--- config.mk ---
export PLATFORM = sky130hd
export DESIGN_NAME = cfg_uart
export DESIGN_NICKNAME = d
export VERILOG_FILES = /design/src/rtl/cfg_uart_pkg.sv /design/src/rtl/cfg_uart_dp.sv /design/src/rtl/cfg_uart_ctrl.sv /design/src/rtl/cfg_uart.sv
export SDC_FILE = /design/constraint.sdc
export NUM_CORES = 1
export LEC_CHECK = 0
export ABC_AREA = 1
export CORE_MARGIN = 2
export CORE_UTILIZATION = 55
export CTS_CLUSTER_DIAMETER = 50
export DETAILED_ROUTE_END_ITERATION = 12
export HOLD_SLACK_MARGIN = 0.05
export PLACE_DENSITY = 0.84
export SYNTH_ARGS = -nofsm -noshare
export SYNTH_HDL_FRONTEND = slang
export SYNTH_SLANG_ARGS = --single-unit
export TNS_END_PERCENT = 20
--- constraint.sdc ---
create_clock -name clk -period 3 [get_ports clk]
set_input_delay 0.45 -clock clk [delete_from_list [all_inputs] [get_ports clk]]
set_output_delay 0.45 -clock clk [all_outputs]
set_load 0.1 [all_outputs]
--- src/rtl/cfg_uart_pkg.sv ---
package cfg_uart_pkg;

  // Width of the bit-period field in the setup word (fixed by the word layout)
  localparam int DivW = 24;
  localparam int ByteW = 8;
  localparam int LenW = 4;

  typedef enum logic [2:0] {S_IDLE, S_START, S_DATA, S_PAR, S_STOP} phaseT;

  typedef struct packed {
    logic [DivW-1:0] div;
    logic [LenW-1:0] len;
    logic twoStop;
    logic parEn;
    logic parFixed;
    logic parSel;
  } lineCfgT;

  typedef struct packed {
    logic txLoad;
    logic txShift;
    logic txParity;
    logic txStop;
    logic rxCfgLoad;
    logic rxClear;
    logic rxShift;
    logic rxParity;
    logic rxStop;
    logic rxDone;
  } strobeT;

  function automatic lineCfgT decodeSetup(input logic [29:0] w);
    lineCfgT c;
    c.div = w[DivW-1:0];
    c.parSel = w[24];
    c.parFixed = w[25];
    c.parEn = w[26];
    c.twoStop = w[27];
    c.len = LenW'(ByteW) - {2'b00, w[29:28]};
    return c;
  endfunction

endpackage

--- src/rtl/cfg_uart_dp.sv ---
module cfg_uart_dp
  import cfg_uart_pkg::*;
(
  input  logic clk,
  input  logic rstN,
  input  strobeT strb,
  input  logic [30:0] setupWord,
  input  logic [ByteW-1:0] txData,
  input  logic rxLine,
  output lineCfgT txCfg,
  output lineCfgT rxCfg,
  output logic txLine,
  output logic rxBit,
  output logic rxFall,
  output logic [ByteW-1:0] rxData,
  output logic rxValid,
  output logic rxParityErr,
  output logic rxFrameErr
);

  logic unusedFlowCtl;
  assign unusedFlowCtl = setupWord[30];

  lineCfgT txCfgQ, rxCfgQ;
  logic [ByteW-1:0] txShreg, rxShreg;
  logic txAcc, rxAcc, txLineQ;
  logic [1:0] rxSync;
  logic rxPrev, rxPerr, rxFerr;
  logic txParBit, rxExpPar;

  assign txParBit = txCfgQ.parFixed ? txCfgQ.parSel : (txCfgQ.parSel ? txAcc : ~txAcc);
  assign rxExpPar = rxCfgQ.parFixed ? rxCfgQ.parSel : (rxCfgQ.parSel ? rxAcc : ~rxAcc);

  // transmit shifter and line register
  always_ff @(posedge clk or negedge rstN) begin
    if (!rstN) begin
      txCfgQ <= '0;
      txShreg <= '0;
      txAcc <= 1'b0;
      txLineQ <= 1'b1;
    end else if (strb.txLoad) begin
      txCfgQ <= decodeSetup(setupWord[29:0]);
      txShreg <= txData;
      txAcc <= 1'b0;
      txLineQ <= 1'b0;
    end else if (strb.txShift) begin
      txLineQ <= txShreg[0];
      txAcc <= txAcc ^ txShreg[0];
      txShreg <= {1'b0, txShreg[ByteW-1:1]};
    end else if (strb.txParity) begin
      txLineQ <= txParBit;
    end else if (strb.txStop) begin
      txLineQ <= 1'b1;
    end
  end

  // receive synchronizer, edge detect, shifter and result registers
  always_ff @(posedge clk or negedge rstN) begin
    if (!rstN) begin
      rxSync <= 2'b11;
      rxPrev <= 1'b1;
      rxCfgQ <= '0;
      rxShreg <= '0;
      rxAcc <= 1'b0;
      rxPerr <= 1'b0;
      rxFerr <= 1'b0;
      rxData <= '0;
      rxValid <= 1'b0;
      rxParityErr <= 1'b0;
      rxFrameErr <= 1'b0;
    end else begin
      rxSync <= {rxSync[0], rxLine};
      rxPrev <= rxSync[1];
      rxValid <= strb.rxDone;
      if (strb.rxCfgLoad) rxCfgQ <= decodeSetup(setupWord[29:0]);
      if (strb.rxClear) begin
        rxShreg <= '0;
        rxAcc <= 1'b0;
        rxPerr <= 1'b0;
        rxFerr <= 1'b0;
      end
      if (strb.rxShift) begin
        rxShreg <= {rxSync[1], rxShreg[ByteW-1:1]};
        rxAcc <= rxAcc ^ rxSync[1];
      end
      if (strb.rxParity) rxPerr <= (rxSync[1] != rxExpPar);
      if (strb.rxStop && !rxSync[1]) rxFerr <= 1'b1;
      if (strb.rxDone) begin
        rxData <= rxShreg >> (LenW'(ByteW) - rxCfgQ.len);
        rxParityErr <= rxPerr;
        rxFrameErr <= rxFerr | ~rxSync[1];
      end
    end
  end

  assign txCfg = txCfgQ;
  assign rxCfg = rxCfgQ;
  assign txLine = txLineQ;
  assign rxBit = rxSync[1];
  assign rxFall = rxPrev & ~rxSync[1];


  stop_before_load_chk: assert property (@(posedge clk) disable iff (!rstN)
    strb.txLoad |-> txLineQ);

endmodule

--- src/rtl/cfg_uart_ctrl.sv ---
module cfg_uart_ctrl
  import cfg_uart_pkg::*;
(
  input  logic clk,
  input  logic rstN,
  input  logic txValid,
  input  logic [DivW-1:0] txDiv,
  input  logic [LenW-1:0] txLen,
  input  logic txTwoStop,
  input  logic txParEn,
  input  logic [DivW-1:0] rxDiv,
  input  logic [LenW-1:0] rxLen,
  input  logic rxTwoStop,
  input  logic rxParEn,
  input  logic rxBit,
  input  logic rxFall,
  output logic txReady,
  output strobeT strb
);

  localparam int CntW = DivW + 1;

  phaseT txPh, rxPh;
  logic [DivW-1:0] txCnt, rxCnt;
  logic [LenW-1:0] txIdx, rxIdx;
  logic txBitEnd, rxBitEnd, rxHalfEnd;
  logic txLastData, rxLastData, txLastStop, rxLastStop, rxCntClr;

  assign txBitEnd = ({1'b0, txCnt} + CntW'(1)) >= {1'b0, txDiv};
  assign rxBitEnd = ({1'b0, rxCnt} + CntW'(1)) >= {1'b0, rxDiv};
  assign rxHalfEnd = ({1'b0, rxCnt} + CntW'(1)) >= {2'b00, rxDiv[DivW-1:1]};
  assign txLastData = txIdx == LenW'(txLen - 4'd1);
  assign rxLastData = rxIdx == LenW'(rxLen - 4'd1);
  assign txLastStop = !txTwoStop || txIdx == 4'd1;
  assign rxLastStop = !rxTwoStop || rxIdx == 4'd1;
  assign txReady = txPh == S_IDLE;

  always_comb begin
    strb = '0;
    strb.txLoad = (txPh == S_IDLE) && txValid;
    if (txBitEnd) begin
      case (txPh)
        S_START: strb.txShift = 1'b1;
        S_DATA: begin
          if (!txLastData) strb.txShift = 1'b1;
          else if (txParEn) strb.txParity = 1'b1;
          else strb.txStop = 1'b1;
        end
        S_PAR: strb.txStop = 1'b1;
        default: ;
      endcase
    end
    strb.rxCfgLoad = rxPh == S_IDLE;
    strb.rxClear = (rxPh == S_IDLE) && rxFall;
    if (rxBitEnd) begin
      case (rxPh)
        S_DATA: strb.rxShift = 1'b1;
        S_PAR: strb.rxParity = 1'b1;
        S_STOP: begin
          strb.rxStop = 1'b1;
          strb.rxDone = rxLastStop;
        end
        default: ;
      endcase
    end
  end

  always_ff @(posedge clk or negedge rstN) begin
    if (!rstN) begin
      txPh <= S_IDLE;
      txCnt <= '0;
      txIdx <= '0;
    end else begin
      txCnt <= (txPh == S_IDLE || txBitEnd) ? '0 : txCnt + 1'b1;
      case (txPh)
        S_IDLE: if (txValid) txPh <= S_START;
        S_START: if (txBitEnd) begin txPh <= S_DATA; txIdx <= '0; end
        S_DATA: if (txBitEnd) begin
          if (txLastData) begin
            txPh <= txParEn ? S_PAR : S_STOP;
            txIdx <= '0;
          end else txIdx <= txIdx + 1'b1;
        end
        S_PAR: if (txBitEnd) begin txPh <= S_STOP; txIdx <= '0; end
        S_STOP: if (txBitEnd) begin
          if (txLastStop) txPh <= S_IDLE;
          else txIdx <= txIdx + 1'b1;
        end
        default: txPh <= S_IDLE;
      endcase
    end
  end

  assign rxCntClr = (rxPh == S_IDLE) || ((rxPh == S_START) ? rxHalfEnd : rxBitEnd);

  always_ff @(posedge clk or negedge rstN) begin
    if (!rstN) begin
      rxPh <= S_IDLE;
      rxCnt <= '0;
      rxIdx <= '0;
    end else begin
      rxCnt <= rxCntClr ? '0 : rxCnt + 1'b1;
      case (rxPh)
        S_IDLE: if (rxFall) rxPh <= S_START;
        S_START: if (rxHalfEnd) begin
          rxPh <= rxBit ? S_IDLE : S_DATA;
          rxIdx <= '0;
        end
        S_DATA: if (rxBitEnd) begin
          if (rxLastData) begin
            rxPh <= rxParEn ? S_PAR : S_STOP;
            rxIdx <= '0;
          end else rxIdx <= rxIdx + 1'b1;
        end
        S_PAR: if (rxBitEnd) begin rxPh <= S_STOP; rxIdx <= '0; end
        S_STOP: if (rxBitEnd) begin
          if (rxLastStop) rxPh <= S_IDLE;
          else rxIdx <= rxIdx + 1'b1;
        end
        default: rxPh <= S_IDLE;
      endcase
    end
  end


  no_sample_idle_chk: assert property (@(posedge clk) disable iff (!rstN)
    (rxPh == S_IDLE) |=> !strb.rxShift && !strb.rxDone);

endmodule

--- src/rtl/cfg_uart.sv ---
module cfg_uart
  import cfg_uart_pkg::*;
(
  input  logic clk,
  input  logic rstN,
  input  logic [30:0] setupWord,
  input  logic [7:0] txData,
  input  logic txValid,
  output logic txReady,
  output logic txLine,
  input  logic rxLine,
  output logic [7:0] rxData,
  output logic rxValid,
  output logic rxParityErr,
  output logic rxFrameErr
);

  lineCfgT txCfg, rxCfg;
  strobeT strb;
  logic rxBit, rxFall;

  cfg_uart_ctrl i_ctrl (
    .clk(clk), .rstN(rstN), .txValid(txValid),
    .txDiv(txCfg.div), .txLen(txCfg.len), .txTwoStop(txCfg.twoStop), .txParEn(txCfg.parEn),
    .rxDiv(rxCfg.div), .rxLen(rxCfg.len), .rxTwoStop(rxCfg.twoStop), .rxParEn(rxCfg.parEn),
    .rxBit(rxBit), .rxFall(rxFall), .txReady(txReady), .strb(strb)
  );

  cfg_uart_dp i_dp (
    .clk(clk), .rstN(rstN), .strb(strb), .setupWord(setupWord), .txData(txData),
    .rxLine(rxLine), .txCfg(txCfg), .rxCfg(rxCfg), .txLine(txLine), .rxBit(rxBit),
    .rxFall(rxFall), .rxData(rxData), .rxValid(rxValid), .rxParityErr(rxParityErr),
    .rxFrameErr(rxFrameErr)
  );


  idle_high_chk: assert property (@(posedge clk) disable iff (!rstN)
    txReady |-> txLine);


  accept_start_chk: assert property (@(posedge clk) disable iff (!rstN)
    txValid && txReady |=> !txLine && !txReady);


  valid_pulse_chk: assert property (@(posedge clk) disable iff (!rstN)
    rxValid |=> !rxValid);


  no_parity_err_chk: assert property (@(posedge clk) disable iff (!rstN)
    rxValid && !rxCfg.parEn |-> !rxParityErr);


  cfg_hold_chk: assert property (@(posedge clk) disable iff (!rstN)
    !txReady |=> $stable(txCfg));

endmodule

# After elaboration in Yosys (flattened, before gate mapping)
# Cells that the tools add are included.
# classes
n_addsub	10
n_mul	0
div_mod_pow	0
magnitude_cmp	3
n_eq_ne	30
n_shift	1
n_mux	65
bitwise_logic	7
n_reduce_logical	24
# op_table
operator	count
2-to-1 mux 3 bit	17
adder 24 x 1 -> 25 bit (second input constant)	2
greater-or-equal comparator 25 x 24 -> 1 bit	2
adder 24 x 1 -> 24 bit (second input constant)	2
2-to-1 mux 24 bit	2
2-to-1 mux 4 bit	12
2-to-1 mux 8 bit	4
case mux 3 bit (5 select lines)	2
!= test 2 x 1 -> 1 bit (second input constant)	14
greater-or-equal comparator 25 x 23 -> 1 bit	1
2-to-1 mux 1 bit	21
case mux 4 bit (4 select lines)	1
AND reduction 7 bit	2
equality test 3 x 2 -> 1 bit (second input constant)	4
case mux 4 bit (3 select lines)	1
adder 4 x 1 -> 4 bit (second input constant)	2
equality test 4 x 1 -> 1 bit (second input constant)	2
equality test 4 bit	2
nonzero test 2 bit	4
nonzero test 4 bit	2
>> shifter 8 x 4 -> 8 bit	1
subtractor 4 x 1 -> 4 bit (second input constant)	2
equality test 3 x 1 -> 1 bit (second input constant)	2
equality test 3 bit (second input constant)	2
18 further kinds	34
# totals
reg_bits	161
latchBits	0
mem_bits_rw	0
mem_bits_ro	0
inputBits	43
out_inout_bits	13
wordCells	171
n_memories	0

# Depth between registers and ports, before layout
# logic_depth
depth_word	9
ltp_mapped	24
depth_no_buf	24

# Modules after synthesis
# A second synthesis with hierarchy kept.
# unflattened
cells_unflattened	1332
hier_area_um2	10075.9
# modules_own_cells
mod	instances	cells_each	area_each_um2	seq_area_each_um2
cfg_uart_ctrl	1	860	6009.5	1551.5
cfg_uart_dp	1	472	4066.4	2482.4

# Least setup slack after synthesis
# OpenSTA, ideal clock, no wires.
# synth_timing
path_type	reg-to-reg
startpoint	register i_ctrl.rxCnt[0]
endpoint	register i_dp.rxData[1]
setup_time_ns	0.068
t_arrival_ns	3.033
required_time_ns	2.932
setup_slack_ns	-0.101
stages_incl_launch_ff	22
path_buffers	1
period_less_slack_ns	3.101
cell_sequence	dfrtp_1 ha_1 nand3_2 nor2_2 nand4_2 nor2_2 nand4_1 xor2_1 inv_1 ha_1 nand2_1 nor2_1 nand2_1 nor2_1 nand2_1 nand2_1 a21oi_2 nand3_4 nand2_4 buf_2 nand2_1 nand2_1
# synth_between
elab_chain_cells	3
# synth_rtl
element	line_no	text
start, declared	cfg_uart_ctrl.sv:24	logic [DivW-1:0] txCnt, rxCnt;
start signal, assigned	cfg_uart_ctrl.sv:102	rxCnt <= rxCntClr ? '0 : rxCnt + 1'b1;
adder 24 x 1 -> 25 bit	cfg_uart_ctrl.sv:30	assign rxBitEnd = ({1'b0, rxCnt} + CntW'(1)) >= {1'b0, rxDiv};
greater-or-equal comparator 25 x 24 -> 1 bit	cfg_uart_ctrl.sv:30	
2-to-1 mux 4 bit	cfg_uart_ctrl.sv:55	if (rxBitEnd) begin
end signal, assigned	cfg_uart_dp.sv:89	rxData <= rxShreg >> (LenW'(ByteW) - rxCfgQ.len);
end, declared	cfg_uart_dp.sv:15	output logic [ByteW-1:0] rxData,
# No other way between the ends.
# A chain may end at the register's enable or synchronous reset.

# Worst setup path after layout
# layout_timing
startpoint	register i_ctrl.rxCnt[0]
endpoint	register i_ctrl.rxPh[2]
# layout_between
elab_chain_cells	4
elab_cells_between_ends	8
cone_classes	add/sub: 1; order compare: 2; eq/ne: 4; reduce/logical: 1
# layout_rtl
element	line_no	text
adder 24 x 1 -> 25 bit *	cfg_uart_ctrl.sv:30, cfg_uart_ctrl.sv:31	
greater-or-equal comparator 25 x 23 -> 1 bit / greater-or-equal comparator 25 x 24 -> 1 bit (equally long branches)	cfg_uart_ctrl.sv:31, cfg_uart_ctrl.sv:30	
!= test 2 x 1 -> 1 bit (no source line)	-	
AND reduction 7 bit (no source line) *	-	
end signal, assigned	cfg_uart_ctrl.sv:106	rxPh <= rxBit ? S_IDLE : S_DATA;
end signal, assigned	cfg_uart_ctrl.sv:111	rxPh <= rxParEn ? S_PAR : S_STOP;
end, declared	cfg_uart_ctrl.sv:23	phaseT txPh, rxPh;
# Every way passes the cells marked *; elsewhere a longest branch is shown, timed or not.

==> impl_metrics.csv <==
group,metric,value,unit
pwr,p_total,10.16,mW
routing,wirelength,29.22,mm
global_route,antenna_found_initial,0,
cts,cts_made_buffers,17,
routing,detailroute.wirelength.met2,14.79,mm
routing,routed-wl-met3,1.788,mm
placed_design,dpl.hpwl,17.78,mm
worst_setup_path,worstPathCellList,"ha_4 -> nand3_4 -> nor2_4 -> nand4_4 -> nor2_4 -> nand4_1 -> xor2_2 -> inv_2 -> ha_4 -> nand2_4 -> nor2_4 -> nand2_2 -> nor2_1 -> nand2_1 -> nand2_1 -> a21oi_2 -> buf_4 -> buf_4 -> nand4_4 -> nand3_1 -> nand2_1 -> nand2_1",
placed_design,port-buffer-count,54,
timing,fmax,289.3,MHz
die,pin_count,56,
yosys,synthesis.nets,1417,
worst_setup_path,critPathSlowestCell,"dfrtp_2",
routing,vias,9737,
pwr,ir_drop,0.5606,mV
routing,highest_layer,"met4",
routing,drt-pass1-iter-count,6,
finish,area_growth,31.20,%
routing,drt_iter0_drc,993,
finish,finalNetCount,1594,
global_route,gr-total-overflow,0,
outcome,status,"complete, but fails checks",
worst_setup_path,crit_type,"flop to flop",
cts,clkTransAtPathRegs,0.07,ns
run,drv_cap,0,
finish,fin_cells,1712,
timing,min_period_over_period,115.2,%
timing,hold_viol_final,0,
cts,cts_sinks,161,
cts,cts_root_buf,"clkbuf_16",
worst_setup_path,cp-end-kind,"flop",
finish,drive_above_1_share,24.95,%
placed_design,place_congestion,0.8799,
worst_hold_path,min_path_type,"flop to flop",
pwr,p_per_area,768.7,nW/µm²
routing,antenna_left,0,
timing,fin_hold_ws,0.3541,ns
die,initial_core_util,56.08,%
yosys,syn_area,10070,µm²
cts,htree_levels,4,
worst_setup_path,crit_path_start_kind,"flop",
placed_design,dp_slack,-0.2388,ns
finish,nFillCells,1130,
routing,drc,0,
die,dieArea,19410,µm²
timing,setup-violations-final,94,
global_route,grt_pass1_wl,43.39,mm
cts,cts_buffer_depth,2,
timing,skew,0.009137,ns
worst_setup_path,critical_path_arrival,3.79,ns
outcome,violations,"negative setup slack",
worst_setup_path,cpPeakStageDelay,0.42,ns
global_route,first_global_vias,9327,
timing,tightestPinTransition,0.8402,ns
timing,drv_slew,0,
timing,min_period,3.456,ns
finish,num_antenna_cells,0,
routing,viasPerCell,5.688,
cts,cts_tree,"yes",
timing,grt_setup_unrepaired,"yes",
timing,worst_slack,-0.4561,ns
yosys,syn_area_per_cell,7.785,µm²
yosys,synth-seq-cells,161,
cts,clk_latency,0.45,ns
timing,fin_setup_tns,-25.76,ns
yosys,postSynthCellCount,1294,
worst_setup_path,ff2ff_setup_slack,-0.46,ns
yosys,synth_ff_type,"dfrtp_1",
global_route,grt_max_degree,68,
yosys,ys_seq_area_share,40.04,%
die,dieHeight,139.3,µm
die,core,17960,µm²
timing,slew_headroom,43.93,%
worst_setup_path,cp_max_fo,4,
die,die_w,139.3,µm
routing,wl_met1,11.12,mm
yosys,synth_cell_types,46,
yosys,synth-async-reset-ratio,100.0,%
placed_design,placedCellCount,1645,
yosys,yosysWarnings,0,
yosys,synth-edff-count,0,
die,rows,49,
worst_setup_path,crit_required,3.34,ns
pwr,p_leak,6.800,nW
worst_setup_path,crit_path_frequent_cell,"nand2_1",
global_route,track_usage,27.48,%
routing,routedWlPerCell,17.06,µm
layout by cell type, fill, tap and decap left out, types with 10 or more instances in the layout:
master           instances
inv_1                  203
nand2_2                 30
clkbuf_16               19
xor2_1                  22
ha_1                    71
buf_4                  118
clkdlybuf4s50_1         40
nor2_4                  35
nand3_1                 46
a21oi_1                 27
nand4_1                 29
nand3_2                 22
xor2_2                  10
o21ai_1                 13
nand2_1                295
inv_2                   12
o21ai_0                 84
dfrtp_1                155
nor2_1                  85
buf_6                   10
nor2_2                  22
nand2_4                 10
what timing repair did:
action | in CTS | in global routing
buffers inserted | 15 | 14
pin swaps | 33 | 49
cloned | 2 | 4
resized for setup | 88 | 93
hold buffers | 1 | 0
endpoints found under the setup margin | 94 | 94
hold endpoints to repair | 52 | 0
final cells by class:
class / count / area (µm²) / share of cell area (%)
Multi-Input combinational cell: 894 / 5834 / 44.14
Tap cell: 229 / 286.5 / 2.168
Timing Repair Buffer: 180 / 1654 / 12.52
Inverter: 217 / 814.5 / 6.163
Clock inverter: 14 / 165.2 / 1.250
Clock buffer: 17 / 425.4 / 3.219
Sequential cell: 161 / 4036 / 30.54
per-stage QoR:
stage	area [µm²]	util (%)
after detailed placement	11550	64.29
after global placement	11550	64.29
after floorplan	10120	-
final	13220	73.57
after global routing	13220	73.57
after CTS	12680	70.57
worst paths after layout:
path,startpoint,to,cells after the start
setup reg to reg,i_ctrl.rxCnt[0],i_ctrl.rxPh[2],22
setup / recovery,i_ctrl.rxCnt[0],i_ctrl.rxPh[2],22
max in group asynchronous,rstN,i_ctrl.rxCnt[1],3
min in group asynchronous,rstN,i_dp.rxData[3],2
hold / removal,i_dp.rxSync[0],i_dp.rxSync[1],0
hold reg to reg,i_dp.rxSync[0],i_dp.rxSync[1],0
critical path: cells and delay by family (launching register included):
kind,cells,cell delay (ns)
fa+ha+maj,2,0.47
compound gates,1,0.06
flops,1,0.42
simple gates,15,1.75
buf+inv,3,0.39
xor+xnor,1,0.25
Yosys cell counts (all sizes together), types with 9 or more instances:
cell type	number	area, µm²
nand2	338	1316
inv	215	807.0
dfrtp	157	3929
nor2	142	708.2
o21ai	103	515.5
ha	80	1001
nand3	77	463.0
xor2	32	280.3
a21oi	31	162.7
nand4	31	206.4
clkbuf	16	60.06
nor3	13	86.34
xnor2	9	78.83
per-layer routing:
layer | global-route usage (%) | up-vias
met2 | 50.05 | 474
met3 | 4.646 | 145
met5 | 0 | -
met4 | 11.27 | 0
met1 | 32.06 | 4655
li1 | - | 4463
flip-flops by register name, summed over array words and instances, names as in the netlist, 2 cells and up:
name / flops
i_dp.rxShreg: 8
i_ctrl.rxIdx: 4
i_dp.rxData: 8
i_ctrl.txIdx: 4
i_ctrl.txPh: 3
i_ctrl.rxCnt: 24
i_dp.txCfg: 32
i_dp.rxCfg: 32
i_dp.txShreg: 8
i_dp.rxSync: 2
i_ctrl.txCnt: 24
i_ctrl.rxPh: 3
report_power, final:
| part | switching [mW] | internal (mW) |
|---|---|---|
| sequential | 0.308 | 2.76 |
| combinational | 3.13 | 1.74 |
| clock | 0.925 | 1.30 |
logic make-up after synthesis:
logic type                 after synthesis  share of synthesized area [%]
AOI/OAI and AO/OA                      157                          8.459
DFF                                    161                          40.04
buffers and inverters                  241                          9.502
adders and majority gates               80                          9.937
and+or+nand+nor                        614                          28.49
xor gates and xnor gates                41                          3.565
Note: power is estimated with default switching activity, not from simulation.
